`src/rtl/alu_pkg.sv`:
```
`timescale 1ns/1ps
package alu_pkg;

  typedef enum logic [3:0] {
    OP_PASSX = 4'h0, OP_PASSY = 4'h1, OP_ADD  = 4'h2, OP_ADDC = 4'h3,
    OP_SUB   = 4'h4, OP_SUBB  = 4'h5, OP_NEG  = 4'h6, OP_INC  = 4'h7,
    OP_DEC   = 4'h8, OP_ABS   = 4'h9, OP_AND  = 4'hA, OP_OR   = 4'hB,
    OP_XOR   = 4'hC, OP_NOT   = 4'hD, OP_DIVS = 4'hE, OP_DIVQ = 4'hF
  } alu_op_e;

  typedef enum logic [1:0] {A_X, A_Y, A_ZERO} a_src_e;
  typedef enum logic [2:0] {B_Y, B_NY, B_ZERO, B_ONES, B_NX, B_X} b_src_e;
  typedef enum logic [1:0] {C_ZERO, C_ONE, C_CARRY} c_src_e;
  typedef enum logic [2:0] {R_SUM, R_AND, R_OR, R_XOR, R_NOT, R_DIVS, R_DIVQ} r_src_e;

  typedef struct packed {
    a_src_e aSrc;
    b_src_e bSrc;
    c_src_e cSrc;
    r_src_e rSrc;
    logic   wrAr;
    logic   wrAf;
    logic   satOk;
    logic   updArith;
    logic   updSign;
    logic   updQuot;
  } alu_strobe_t;

  localparam int NUM_REGS = 6;
  localparam int RG_AX0 = 0;
  localparam int RG_AY0 = 2;
  localparam int RG_AF  = 4;
  localparam int RG_AR  = 5;

  localparam int FLAG_W = 6;
  localparam int F_AZ = 0;
  localparam int F_AN = 1;
  localparam int F_AV = 2;
  localparam int F_AC = 3;
  localparam int F_AS = 4;
  localparam int F_AQ = 5;

endpackage

```
`src/rtl/alu_ctrl.sv`:
```
`timescale 1ns/1ps
module alu_ctrl
  import alu_pkg::*;
(
  input  logic        opValid,
  input  logic [3:0]  opCode,
  input  logic        destAf,
  input  logic        xSign,
  input  logic        quotFlag,
  output alu_strobe_t strb
);
  alu_op_e op;
  assign op = alu_op_e'(opCode);

  always_comb begin
    strb          = '0;
    strb.aSrc     = A_X;
    strb.bSrc     = B_ZERO;
    strb.cSrc     = C_ZERO;
    strb.rSrc     = R_SUM;
    strb.wrAr     = opValid && !destAf;
    strb.wrAf     = opValid && destAf;
    strb.satOk    = 1'b1;
    strb.updArith = opValid;
    case (op)
      OP_PASSX: ;
      OP_PASSY: strb.aSrc = A_Y;
      OP_ADD:   strb.bSrc = B_Y;
      OP_ADDC:  begin strb.bSrc = B_Y;  strb.cSrc = C_CARRY; end
      OP_SUB:   begin strb.bSrc = B_NY; strb.cSrc = C_ONE;   end
      OP_SUBB:  begin strb.bSrc = B_NY; strb.cSrc = C_CARRY; end
      OP_NEG:   begin strb.aSrc = A_ZERO; strb.bSrc = B_NX; strb.cSrc = C_ONE; end
      OP_INC:   strb.cSrc = C_ONE;
      OP_DEC:   strb.bSrc = B_ONES;
      OP_ABS: begin
        strb.updSign = opValid;
        if (xSign) begin
          strb.aSrc = A_ZERO; strb.bSrc = B_NX; strb.cSrc = C_ONE;
        end
      end
      OP_AND:   strb.rSrc = R_AND;
      OP_OR:    strb.rSrc = R_OR;
      OP_XOR:   strb.rSrc = R_XOR;
      OP_NOT:   strb.rSrc = R_NOT;
      OP_DIVS: begin
        strb.rSrc = R_DIVS; strb.satOk = 1'b0;
        strb.updArith = 1'b0; strb.updQuot = opValid;
      end
      OP_DIVQ: begin
        strb.aSrc = A_Y;
        strb.bSrc = quotFlag ? B_X : B_NX;
        strb.cSrc = quotFlag ? C_ZERO : C_ONE;
        strb.rSrc = R_DIVQ; strb.satOk = 1'b0;
        strb.updArith = 1'b0; strb.updQuot = opValid;
      end
      default: ;
    endcase
  end
endmodule

```
`src/rtl/alu_datapath.sv`:
```
`timescale 1ns/1ps
module alu_datapath
  import alu_pkg::*;
#(
  parameter int WIDTH = 16
)(
  input  logic              clk,
  input  logic              rstN,
  input  alu_strobe_t       strb,
  input  logic              satEn,
  input  logic              bankSel,
  input  logic              loadEn,
  input  logic [2:0]        loadSel,
  input  logic [WIDTH-1:0]  loadData,
  input  logic [1:0]        xSel,
  input  logic [1:0]        ySel,
  input  logic [WIDTH-1:0]  rBusIn,
  output logic              xSign,
  output logic              quotFlag,
  output logic [WIDTH-1:0]  resultOut,
  output logic [WIDTH-1:0]  feedbackOut,
  output logic [FLAG_W-1:0] flags
);
  localparam int BANKS = 2;
  localparam int MSB = WIDTH - 1;
  localparam logic [WIDTH-1:0] MAX_POS = {1'b0, {(WIDTH-1){1'b1}}};
  localparam logic [WIDTH-1:0] MAX_NEG = {1'b1, {(WIDTH-1){1'b0}}};

  logic [WIDTH-1:0]  regFlat   [BANKS*NUM_REGS];
  logic [WIDTH-1:0]  activeReg [NUM_REGS];
  logic [WIDTH-1:0]  xOp, yOp, addA, addB, aluRes, arNext;
  logic [WIDTH:0]    sumFull;
  logic              cin, ovf, vBit, cBit, newQuot;
  logic [FLAG_W-1:0] flagQ;

  for (genvar i = 0; i < NUM_REGS; i++) begin : g_act
    assign activeReg[i] = bankSel ? regFlat[NUM_REGS + i] : regFlat[i];
  end

  assign xOp = xSel[1] ? rBusIn : activeReg[RG_AX0 + int'(xSel[0])];
  assign yOp = ySel[1] ? activeReg[RG_AF] : activeReg[RG_AY0 + int'(ySel[0])];
  assign xSign    = xOp[MSB];
  assign quotFlag = flagQ[F_AQ];

  always_comb begin
    case (strb.aSrc)
      A_X:     addA = xOp;
      A_Y:     addA = yOp;
      default: addA = '0;
    endcase
    case (strb.bSrc)
      B_Y:     addB = yOp;
      B_NY:    addB = ~yOp;
      B_ONES:  addB = '1;
      B_NX:    addB = ~xOp;
      B_X:     addB = xOp;
      default: addB = '0;
    endcase
    case (strb.cSrc)
      C_ONE:   cin = 1'b1;
      C_CARRY: cin = flagQ[F_AC];
      default: cin = 1'b0;
    endcase
  end

  assign sumFull = {1'b0, addA} + {1'b0, addB} + {{WIDTH{1'b0}}, cin};
  assign ovf     = (addA[MSB] == addB[MSB]) && (sumFull[MSB] != addA[MSB]);
  assign newQuot = (strb.rSrc == R_DIVS) ? (yOp[MSB] ^ xOp[MSB])
                                         : (sumFull[MSB] ^ xOp[MSB]);

  always_comb begin
    case (strb.rSrc)
      R_AND:   aluRes = xOp & yOp;
      R_OR:    aluRes = xOp | yOp;
      R_XOR:   aluRes = xOp ^ yOp;
      R_NOT:   aluRes = ~xOp;
      R_DIVS:  aluRes = {yOp[MSB-1:0], 1'b0};
      R_DIVQ:  aluRes = {sumFull[MSB-1:0], ~newQuot};
      default: aluRes = sumFull[MSB:0];
    endcase
  end

  assign vBit   = (strb.rSrc == R_SUM) && ovf;
  assign cBit   = (strb.rSrc == R_SUM) && sumFull[WIDTH];
  assign arNext = (strb.satOk && satEn && vBit) ? (aluRes[MSB] ? MAX_POS : MAX_NEG) : aluRes;

  for (genvar b = 0; b < BANKS; b++) begin : g_bank
    for (genvar r = 0; r < NUM_REGS; r++) begin : g_reg
      localparam bit IS_AR = (r == RG_AR);
      localparam bit IS_AF = (r == RG_AF);
      logic [WIDTH-1:0] q;
      logic ldHit, opHit;
      assign ldHit = loadEn && (bankSel == 1'(b)) && (loadSel == 3'(r));
      assign opHit = (bankSel == 1'(b)) && ((IS_AR && strb.wrAr) || (IS_AF && strb.wrAf));
      always_ff @(posedge clk or negedge rstN) begin
        if (!rstN)      q <= '0;
        else if (opHit) q <= IS_AR ? arNext : aluRes;
        else if (ldHit) q <= loadData;
      end
      assign regFlat[b*NUM_REGS + r] = q;
    end
  end

  always_ff @(posedge clk or negedge rstN) begin
    if (!rstN) flagQ <= '0;
    else begin
      if (strb.updArith) begin
        flagQ[F_AZ] <= (aluRes == '0);
        flagQ[F_AN] <= aluRes[MSB];
        flagQ[F_AV] <= vBit;
        flagQ[F_AC] <= cBit;
      end
      if (strb.updSign) flagQ[F_AS] <= xOp[MSB];
      if (strb.updQuot) flagQ[F_AQ] <= newQuot;
    end
  end

  assign resultOut   = activeReg[RG_AR];
  assign feedbackOut = activeReg[RG_AF];
  assign flags       = flagQ;
endmodule

```
`src/rtl/shadow_alu.sv`:
```
`timescale 1ns/1ps
module shadow_alu
  import alu_pkg::*;
#(
  parameter int WIDTH = 16
)(
  input  logic              clk,
  input  logic              rstN,
  input  logic              bankSel,
  input  logic              satEn,
  input  logic              loadEn,
  input  logic [2:0]        loadSel,
  input  logic [WIDTH-1:0]  loadData,
  input  logic              opValid,
  input  logic [3:0]        opCode,
  input  logic [1:0]        xSel,
  input  logic [1:0]        ySel,
  input  logic              destAf,
  input  logic [WIDTH-1:0]  rBusIn,
  output logic [WIDTH-1:0]  resultOut,
  output logic [WIDTH-1:0]  feedbackOut,
  output logic [FLAG_W-1:0] flags
);
  alu_strobe_t strb;
  logic xSign, quotFlag;

  alu_ctrl u_ctrl (
    .opValid (opValid),
    .opCode  (opCode),
    .destAf  (destAf),
    .xSign   (xSign),
    .quotFlag(quotFlag),
    .strb    (strb)
  );

  alu_datapath #(.WIDTH(WIDTH)) u_dp (
    .clk        (clk),
    .rstN       (rstN),
    .strb       (strb),
    .satEn      (satEn),
    .bankSel    (bankSel),
    .loadEn     (loadEn),
    .loadSel    (loadSel),
    .loadData   (loadData),
    .xSel       (xSel),
    .ySel       (ySel),
    .rBusIn     (rBusIn),
    .xSign      (xSign),
    .quotFlag   (quotFlag),
    .resultOut  (resultOut),
    .feedbackOut(feedbackOut),
    .flags      (flags)
  );
endmodule

```
`config.mk`:
```
export PLATFORM = sky130hd
export DESIGN_NAME = shadow_alu
export DESIGN_NICKNAME = d
export VERILOG_FILES = /design/src/rtl/alu_pkg.sv /design/src/rtl/alu_ctrl.sv /design/src/rtl/alu_datapath.sv /design/src/rtl/shadow_alu.sv
export SDC_FILE = /design/constraint.sdc
export NUM_CORES = 1
export LEC_CHECK = 0
export BUFFER_PORTS_ARGS = -buffer_cell sky130_fd_sc_hd__buf_4
export CORE_MARGIN = 2
export CORE_UTILIZATION = 45
export CTS_CLUSTER_DIAMETER = 60
export DETAILED_ROUTE_END_ITERATION = 10
export MAX_ROUTING_LAYER = met4
export PLACE_DENSITY = 0.76
export SLEW_MARGIN = 30
export SYNTH_ARGS = -nofsm -noshare
export SYNTH_HDL_FRONTEND = slang
export SYNTH_SLANG_ARGS = --single-unit
```
`constraint.sdc`:
```
create_clock -name clk -period 5.1 [get_ports clk]
set_input_delay 0.765 -clock clk [delete_from_list [all_inputs] [get_ports clk]]
set_output_delay 0.765 -clock clk [all_outputs]
set_load 0.05 [all_outputs]
```
==> results.json, run 1 <==
{
  "r2r_slack_ns": 0.16,
  "synth_area_um2": 13000,
  "hp-class": "input port to async pin",
  "grt_pass1_vias": 11500,
  "crit_path_start_kind": "input port",
  "slowest_delay_ns": 0.53,
  "synth.distinct_cells": 78,
  "rsz0062_at_grt": "true",
  "fmax_ghz": 0.200,
  "peakVddDrop_mv": 0.265,
  "async_flop_share_pct": 100,
  "ios": 88,
  "path_max_fanout": 2,
  "synthSimpleGateAreaFrac_pct": 8.47,
  "detail_route.iter0.violations": 1208,
  "yosysWarnings": 0,
  "worst_slack_ns": 0.103,
  "syn_inst": 1253,
  "min_period_over_period_pct": 98.0,
  "hpwl_mm": 30.9,
  "synth_top_cell_area_share_pct": 38.2,
  "synth-compound-area-share_pct": 15.4,
  "clock-skew-final_ns": 0.0141,
  "grt_usage_pct": 29.2,
  "die_x_um": 174,
  "netlist_top_cells_area": "dfrtp_1 38%, mux2_2 15%, mux2i_1 7.2%",
  "period_needed_ns": 5.00,
  "clock_sinks": 198,
  "dr.pass1.iters": 5,
  "htreeDepth": 4,
  "pre_cts_slack_ns": -0.352,
  "final_max_slew_viol_count": 0,
  "fill_cells": 2451,
  "yosysSeqAreaShare_pct": 38.2,
  "r2r_start": "u_dp.g_bank[1].g_reg[1].q[15]",
  "num_rows": 62,
  "fin_nets": 1579,
  "synth_top_family_by_area": "multiplexers",
  "finalSetupViolCount": 0,
  "cp-end-kind": "flip-flop",
  "drc": 0,
  "antenna_found_initial": 1,
  "die_y_um": 174,
  "synth_edf_count": 0,
  "final_cell_mix": "299 x buf_4, 198 x dfrtp_1, 172 x mux2_2, 98 x a21oi_1, 92 x mux2i_1",
  "cp.required_ns": 5.44,
  "synth-adder-area-share_pct": 5.04,
  "rr_endpoint": "u_dp.flags[0]",
  "grt_max_degree": 132,
  "wl_mm": 43.1,
  "vias_per_cell": 6.05,
  "drtAntennaViolNets": 0,
  "cts_tree": "yes",
  "place.port_buffers": 87,
  "clockRootBuffer": "clkbuf_16",
  "synth_nets": 1354,
  "layout_commonest_cell": "buf_4",
  "routabilityCongestion": 1.03,
  "grt_pass1_wl_mm": 66.1,
  "wl_per_cell_um": 23.0,
  "place_area_um2": 15400,
  "vias": 11300,
  "cpMaxStageDelayCell": "or4_4",
  "synth_xor_area_share_pct": 1.12,
  "power.density_nw_per_um2": 399,
  "drive_gt1_share_pct": 38.7,
  "reg2reg_depth": 22,
  "critPathKind": "input port to flip-flop",
  "cap_violations": 0,
  "clk_pin_slew_worst_paths_ns": 0.07,
  "worst_pin_slew_ns": 0.967,
  "start_util_pct": 45.4,
  "hold_viol": 0,
  "synth_area_leader_cell": "dfrtp_1",
  "syn-mean-instance-area_um2": 10.3,
  "arrival_ns": 5.34,
  "clk_latency_ns": 0.45,
  "syn2layout_area_growth_pct": 24.6,
  "leakage_nw": 7.42,
  "synth_seq_cells": 198,
  "path_cells": "buf_4, mux4_2, mux2i_4, nor3_2, nand2_1, o21ai_0, a22oi_1, inv_1, ha_1, a21oi_2, nor2_1, fa_2, fa_2, buf_4, xnor2_2, nor2_1, o22a_1, o21a_1, or4_4, nor4b_2, and4b_1, nand4bb_1, o41ai_2",
  "diodes": 0,
  "slew_headroom_pct": 35.4,
  "core_area_um2": 28500,
  "dieArea_um2": 30200,
  "stdcell_area_um2": 16100,
  "cts_buffers": 17,
  "synth.area.mux_share_pct": 26.2,
  "overflow": 0,
  "cts_buffer_depth": 2,
  "synth_ff_type": "dfrtp_1",
  "status": "completed"
}
[power breakdown]
part           internal, mW  leakage, nW  switching, mW
combinational          1.28         4.73           1.54
sequential             1.96         2.39          0.222
clock                 0.809        0.300          0.635
[cells in the mapped netlist, types with 4 or more instances]
library cell / number
ha_1: 49
o22ai_1: 25
nor2b_1: 22
mux4_2: 22
buf_6: 7
mux2i_1: 93
a22oi_1: 4
a221oi_1: 7
buf_2: 23
o21ai_1: 9
o31ai_1: 5
o221ai_1: 20
nor2_1: 65
nand3b_1: 5
nor3_1: 8
a211oi_1: 23
or3_1: 5
a2bb2oi_1: 4
xor2_1: 5
nand3_1: 12
a21o_1: 6
o21ai_0: 60
nand4_1: 4
o211ai_1: 13
clkbuf_1: 62
a21oi_1: 102
nand2_1: 70
dfrtp_1: 198
mux2_2: 172
xnor2_1: 9
nand2b_1: 7
buf_1: 7
inv_1: 59
[kinds of logic after synthesis]
group	count (synthesis)
AOI/OAI and AO/OA	313
muxes	289
and+or+nand+nor	222
DFF	198
buffers and inverters	165
adders and majority gates	51
xor gates and xnor gates	15
[per-layer routing]
metal / wire, um / track usage [%] / vias to the layer above
met1: 17300 / 36.1 / 5684
met2: 20900 / 48.1 / 500
li1: - / - / 5040
met4: 2300 / 13.4 / 0
met3: 2590 / 3.38 / 114
met5: 0 / - / -
[registers in the layout (all words and copies together) (netlist names)]
name / flops
u_dp.g_bank.g.q: 192
u_dp.flags: 6
[metrics by stage]
step | setup TNS, ns | hold WS [ns] | cells | utilization, % | total power [mW]
floorplan | -0.237 | 0.469 | 1253 | - | 3.78
global placement | -3.92 | 0.474 | 1839 | 53.7 | 4.82
detailed placement | -3.96 | 0.476 | 1841 | 53.9 | 4.90
CTS | 0 | 0.372 | 1873 | 56.1 | 6.37
global route | -0.450 | 0.407 | 1875 | 56.6 | 6.72
finish | 0 | 0.330 | 1875 | 56.6 | 6.44
[worst max-delay path by stage]
stage | startpoint | end | slack (ns) | cells past startpoint
floorplan | bankSel | u_dp.flags[0] | -0.24 | 23
global placement | bankSel | u_dp.flags[1] | -0.31 | 21
detailed placement | bankSel | u_dp.flags[0] | -0.35 | 23
CTS | bankSel | u_dp.flags[0] | 0.09 | 23
global route | bankSel | u_dp.flags[0] | -0.22 | 23
finish | bankSel | u_dp.flags[0] | 0.10 | 23
[critical path: cells and delay by family]
kind | cells | cell delay [ns]
and+or+nand+nor | 8 | 1.35
AOI/OAI and AO/OA | 6 | 1.02
adders and majority gates | 3 | 1.00
muxes | 2 | 0.70
buffers and inverters | 3 | 0.33
xor gates and xnor gates | 1 | 0.18
[final cells by class]
type / instances / area, um^2 / share of cell area (%)
multi-input combinational: 890 / 7440 / 46.1
timing repair buffer: 308 / 2410 / 14.9
clock buffer: 20 / 457 / 2.83
inverter: 63 / 246 / 1.53
sequential: 198 / 4950 / 30.7
clock inverter: 12 / 165 / 1.02
tap: 384 / 480 / 2.98
[what timing repair did]
action,in CTS,in global routing
endpoints found under the setup margin,0,16
hold buffers,0,0
setup buffers,0,3
gates resized for setup,0,27
Note: power is estimated with default switching activity, not from simulation.
==> run 2: changes to the inputs <==
--- a/config.mk
+++ b/config.mk
@@ -12,6 +12,7 @@
 export DETAILED_ROUTE_END_ITERATION = 10
 export MAX_ROUTING_LAYER = met4
 export PLACE_DENSITY = 0.76
+export REMOVE_ABC_BUFFERS = 1
 export SLEW_MARGIN = 30
 export SYNTH_ARGS = -nofsm -noshare
 export SYNTH_HDL_FRONTEND = slang
==> run 2 against run 1 <==
Largest cell class unchanged; critical path type unchanged; sequential cell count is the same; critical path depth shrank 1; worst hold slack better by 0.038 ns; sequential share of layout area rose by 0.50 points.
==> results.json, run 2 (synthesis results as in run 1) <==
{
  "status": "completed",
  "final_cell_mix": "281 x buf_4, 198 x dfrtp_1, 172 x mux2_2, 99 x a21oi_1, 92 x mux2i_1",
  "arrival_ns": 5.39,
  "clock_sinks": 198,
  "grt_max_degree": 101,
  "diodes": 0,
  "cp-end-kind": "flip-flop",
  "wl_mm": 42.3,
  "clk_pin_slew_worst_paths_ns": 0.08,
  "die_x_um": 174,
  "grt_pass1_wl_mm": 65.7,
  "power.density_nw_per_um2": 394,
  "grt_pass1_vias": 11400,
  "fin_nets": 1560,
  "core_area_um2": 28500,
  "die_y_um": 174,
  "finalSetupViolCount": 0,
  "ios": 88,
  "clock-skew-final_ns": 0.0136,
  "clk_latency_ns": 0.45,
  "min_period_over_period_pct": 98.9,
  "routabilityCongestion": 1.00,
  "layout_commonest_cell": "buf_4",
  "start_util_pct": 45.4,
  "syn2layout_area_growth_pct": 22.6,
  "dieArea_um2": 30200,
  "cts_buffers": 17,
  "drive_gt1_share_pct": 37.2,
  "top_register": "u_dp.g_bank.g.q",
  "cp.required_ns": 5.45,
  "rsz0062_at_grt": "true",
  "stdcell_area_um2": 15900,
  "ff_latch_area_um2": 4950,
  "critPathKind": "input port to flip-flop",
  "detail_route.iter0.violations": 1140,
  "vias": 11200,
  "vias_per_cell": 6.05,
  "final_util_pct": 55.7,
  "place.port_buffers": 87,
  "hpwl_mm": 30.5,
  "fmax_ghz": 0.198,
  "multiInputGateArea_um2": 7390,
  "grt_usage_pct": 29.1,
  "leakage_nw": 7.28,
  "period_needed_ns": 5.05,
  "cap_violations": 0,
  "fill_cells": 2492,
  "worst_pin_slew_ns": 0.984,
  "crit_path_start_kind": "input port",
  "drtAntennaViolNets": 0,
  "final_max_slew_viol_count": 0,
  "htreeDepth": 4,
  "peakVddDrop_mv": 0.278,
  "slew_headroom_pct": 34.2,
  "overflow": 0,
  "hold_viol": 0,
  "clockRootBuffer": "clkbuf_16",
  "path_max_fanout": 3,
  "fin_total_pwr_mw": 6.26,
  "cts_buffer_depth": 2,
  "hp-class": "input port to async pin",
  "dr.pass1.iters": 8,
  "finalSetupTns_ns": 0,
  "drc": 0,
  "cts_tree": "yes",
  "place_area_um2": 15200,
  "largest_reg_flops": 192,
  "antenna_found_initial": 0,
  "num_rows": 62,
  "wl_per_cell_um": 22.8
}
-- run 2: worst max-delay path, cell delays in order --
cell       delay, ns
buf_8           0.09
mux4_2          0.51
mux2i_4         0.21
nor3_2          0.06
nand2_1         0.06
o21ai_1         0.06
a22oi_1         0.20
inv_1           0.10
ha_4            0.16
a21oi_2         0.12
nor2_2          0.06
fa_2            0.41
fa_2            0.43
a211oi_2        0.26
nor2_1          0.09
xor2_1          0.16
o22a_1          0.23
or4_4           0.55
nor4b_4         0.26
and4b_1         0.26
nand4bb_1       0.13
o41ai_2         0.20
-- run 2: repair_timing --
item                       4_1_cts  5_1_grt
setup endpoints to repair        1       45
pin swaps                        2        5
resized for setup                4       22
setup buffers                    0        2
hold buffers                     0        0
-- run 2: where the power goes --
part	total, mW	switching, mW	internal (mW)
Combinational	2.74	1.49	1.25
Sequential	2.16	0.208	1.96
Clock	1.35	0.640	0.714
Total	6.26	2.33	3.92
-- run 2: worst paths after layout --
check / endpoint / cells past startpoint / startpoint / slack, ns
setup reg to reg: u_dp.flags[0] / 21 / u_dp.g_bank[0].g_reg[0].q[15] / 0.12
min in group clk: u_dp.flags[4] / 2 / u_dp.flags[4] / 0.49
hold reg to reg: u_dp.flags[4] / 2 / u_dp.flags[4] / 0.49
setup / recovery: u_dp.flags[0] / 22 / bankSel / 0.05
hold / removal: u_dp.g_bank[1].g_reg[5].q[11] / 1 / rstN / 0.37
max in group asynchronous: u_dp.g_bank[0].g_reg[4].q[13] / 2 / rstN / 3.51
-- run 2: cell type report --
type | count | share of cell area, %
Clock buffer | 22 | 2.92
Clock inverter | 10 | 0.724
Inverter | 63 | 1.55
Multi-Input combinational cell | 890 | 46.5
Sequential cell | 198 | 31.2
Tap cell | 384 | 3.02
Timing Repair Buffer | 289 | 14.1
-- run 2: routing by layer --
| layer | track usage [%] | vias to the layer above | part of all wire (%) |
|---|---|---|---|
| met2 | 45.3 | 502 | 46 |
| met3 | 3.97 | 126 | 6.7 |
| met4 | 14.1 | 0 | 5.4 |
| met5 | - | - | 0 |
| met1 | 37.6 | 5601 | 42 |
| li1 | - | 5000 | - |
-- run 2: metrics by stage --
stage	hold WS [ns]	instances	worst slack [ns]
after floorplan	0.469	1151	-0.354
after global placement	0.481	1820	-0.641
after detailed placement	0.482	1821	-0.670
after CTS	0.420	1853	0.0159
after global routing	0.440	1856	-0.142
final	0.368	1856	0.0545
==> run 3: changes to the inputs <==
--- a/config.mk
+++ b/config.mk
@@ -12,6 +12,7 @@
 export DETAILED_ROUTE_END_ITERATION = 10
 export MAX_ROUTING_LAYER = met4
 export PLACE_DENSITY = 0.76
+export RECOVER_POWER = 50
 export REMOVE_ABC_BUFFERS = 1
 export SLEW_MARGIN = 30
 export SYNTH_ARGS = -nofsm -noshare
==> run 3 against run 2 <==
The flow now finishes with violations (max-capacitance violations, max-slew violations); sequential share of layout area about the same; via count up 0.55%; cell count unchanged; sequential power about the same.
==> results.json, run 3 (synthesis results as in run 1) <==
{
  "largest_reg_flops": 192,
  "clockRootBuffer": "clkbuf_16",
  "dieArea_um2": 30200,
  "rr_endpoint": "u_dp.flags[0]",
  "start_util_pct": 45.4,
  "cts_tree": "yes",
  "clock_sinks": 198,
  "layout_commonest_cell": "buf_4",
  "dr.pass1.iters": 5,
  "fill_cells": 2492,
  "worst_pin_slew_ns": 2.55,
  "min_period_over_period_pct": 98.6,
  "clock-skew-final_ns": 0.0118,
  "grt_max_degree": 101,
  "cts_buffer_depth": 2,
  "detail_route.iter0.violations": 1125,
  "cts_hold_buffers": 0,
  "ios": 88,
  "diodes": 0,
  "rsz0062_at_grt": "true",
  "clk_latency_ns": 0.44,
  "finalSetupViolCount": 0,
  "routabilityCongestion": 1.00,
  "path_max_fanout": 3,
  "cpMaxStageDelayCell": "or4_4",
  "critPathTopFamily": "simple AND/OR/NAND/NOR gates",
  "cp-end-kind": "flip-flop",
  "grt_pass1_vias": 11400,
  "hpwl_mm": 30.5,
  "vias": 11300,
  "hold_viol": 0,
  "overflow": 0,
  "period_needed_ns": 5.03,
  "critPathMostFrequentCell": "fa_2",
  "slowest_delay_ns": 0.55,
  "path_cells": "buf_8, mux4_2, mux2i_4, nor3_2, nand2_1, o21ai_1, a22oi_1, inv_1, ha_4, a21oi_2, nor2_2, fa_2, fa_2, a211oi_2, nor2_1, xor2_1, o22a_1, or4_4, nor4b_4, and4b_1, nand4bb_1, o41ai_2",
  "hp-class": "flip-flop to flip-flop",
  "die_y_um": 174,
  "path_buf_inv": 2,
  "top_register": "u_dp.g_bank.g.q",
  "reg2reg_depth": 21,
  "min_from": "u_dp.flags[4]",
  "cp.required_ns": 5.45,
  "finalSetupTns_ns": 0,
  "die_x_um": 174,
  "core_area_um2": 28500,
  "syn2layout_area_growth_pct": 22.5,
  "slew_headroom_pct": -69.7,
  "wl_per_cell_um": 22.8,
  "arrival_ns": 5.37,
  "cap_violations": 1,
  "drc": 0,
  "drive_gt1_share_pct": 37.2,
  "violations": "max-capacitance violations, max-slew violations",
  "grt_usage_pct": 29.1,
  "r2r_slack_ns": 0.14,
  "grt_pass1_wl_mm": 65.7,
  "vias_per_cell": 6.08,
  "clk_pin_slew_worst_paths_ns": 0.08,
  "crit_path_start_kind": "input port",
  "whs_endpoint": "u_dp.flags[4]",
  "status": "complete, but fails checks",
  "final_max_slew_viol_count": 101,
  "htreeDepth": 4,
  "leakage_nw": 7.28,
  "fmax_ghz": 0.199,
  "antenna_found_initial": 0,
  "r2r_start": "u_dp.g_bank[0].g_reg[0].q[15]",
  "drtAntennaViolNets": 0,
  "power.density_nw_per_um2": 394,
  "fin_hold_ws_ns": 0.489,
  "hold_path_depth": 2,
  "pre_cts_slack_ns": -0.670,
  "peakVddDrop_mv": 0.277,
  "wl_mm": 42.4,
  "cts_buffers": 17,
  "fin_nets": 1560,
  "place.port_buffers": 87,
  "critPathKind": "input port to flip-flop",
  "num_rows": 62,
  "final_cell_mix": "281 x buf_4, 198 x dfrtp_1, 172 x mux2_2, 99 x a21oi_1, 92 x mux2i_1",
  "worst_slack_ns": 0.0734
}
## run 3: worst min-delay path, stage by stage, from the launching register on
cell and delay [ns]:
dfrtp_1 0.35, nand2_1 0.05, o21ai_0 0.06
## run 3: worst max-delay path by stage
stage	start	to	slack, ns	cells after the start
2_1_floorplan	bankSel	u_dp.flags[0]	-0.35	18
3_3_place_gp	bankSel	u_dp.flags[0]	-0.64	22
3_5_place_dp	bankSel	u_dp.flags[0]	-0.67	22
4_1_cts	bankSel	u_dp.flags[0]	0.02	22
5_1_grt	bankSel	u_dp.flags[0]	-0.14	22
6_report	bankSel	u_dp.flags[0]	0.07	22
## run 3: repair_timing
item | 4_1_cts | 5_1_grt
resized for setup | 4 | 22
pin swaps | 2 | 5
endpoints found under the setup margin | 1 | 45
buffers inserted | 0 | 2
## run 3: per-layer routing
layer / routed length (um) / share of wire [%] / up-vias / track usage, %
met5: 0 / 0 / - / -
met4: 2140 / 5.0 / 0 / 14.1
met3: 2600 / 6.1 / 113 / 3.97
met2: 19900 / 47 / 488 / 45.3
met1: 17700 / 42 / 5701 / 37.6
li1: - / - / 4989 / -
## run 3: where the power goes
| part | internal [mW] | total (mW) | switching [mW] |
|---|---|---|---|
| clock network | 0.714 | 1.35 | 0.638 |
| registers | 1.96 | 2.16 | 0.207 |
| logic | 1.25 | 2.75 | 1.49 |
| total | 3.92 | 6.26 | 2.34 |
## run 3: cell type report
class                           instances  area, um^2  share of cell area [%]
Clock buffer                           22         464                    2.92
Clock inverter                         10         115                   0.725
Inverter                               63         246                    1.55
Multi-Input combinational cell        890        7390                    46.5
Sequential cell                       198        4950                    31.2
Tap cell                              384         480                    3.03
Timing Repair Buffer                  289        2230                    14.0
## run 3: through the flow
| stage | std cells | util, % | area (um^2) | total power [mW] |
|---|---|---|---|---|
| 2_1_floorplan | 1151 | - | 12500 | 3.70 |
| 3_3_place_gp | 1820 | 53.1 | 15200 | 4.76 |
| 3_5_place_dp | 1821 | 53.2 | 15200 | 4.84 |
| 4_1_cts | 1853 | 55.3 | 15800 | 6.21 |
| 5_1_grt | 1856 | 55.6 | 15900 | 6.57 |
| 6_report | 1856 | 55.6 | 15900 | 6.26 |
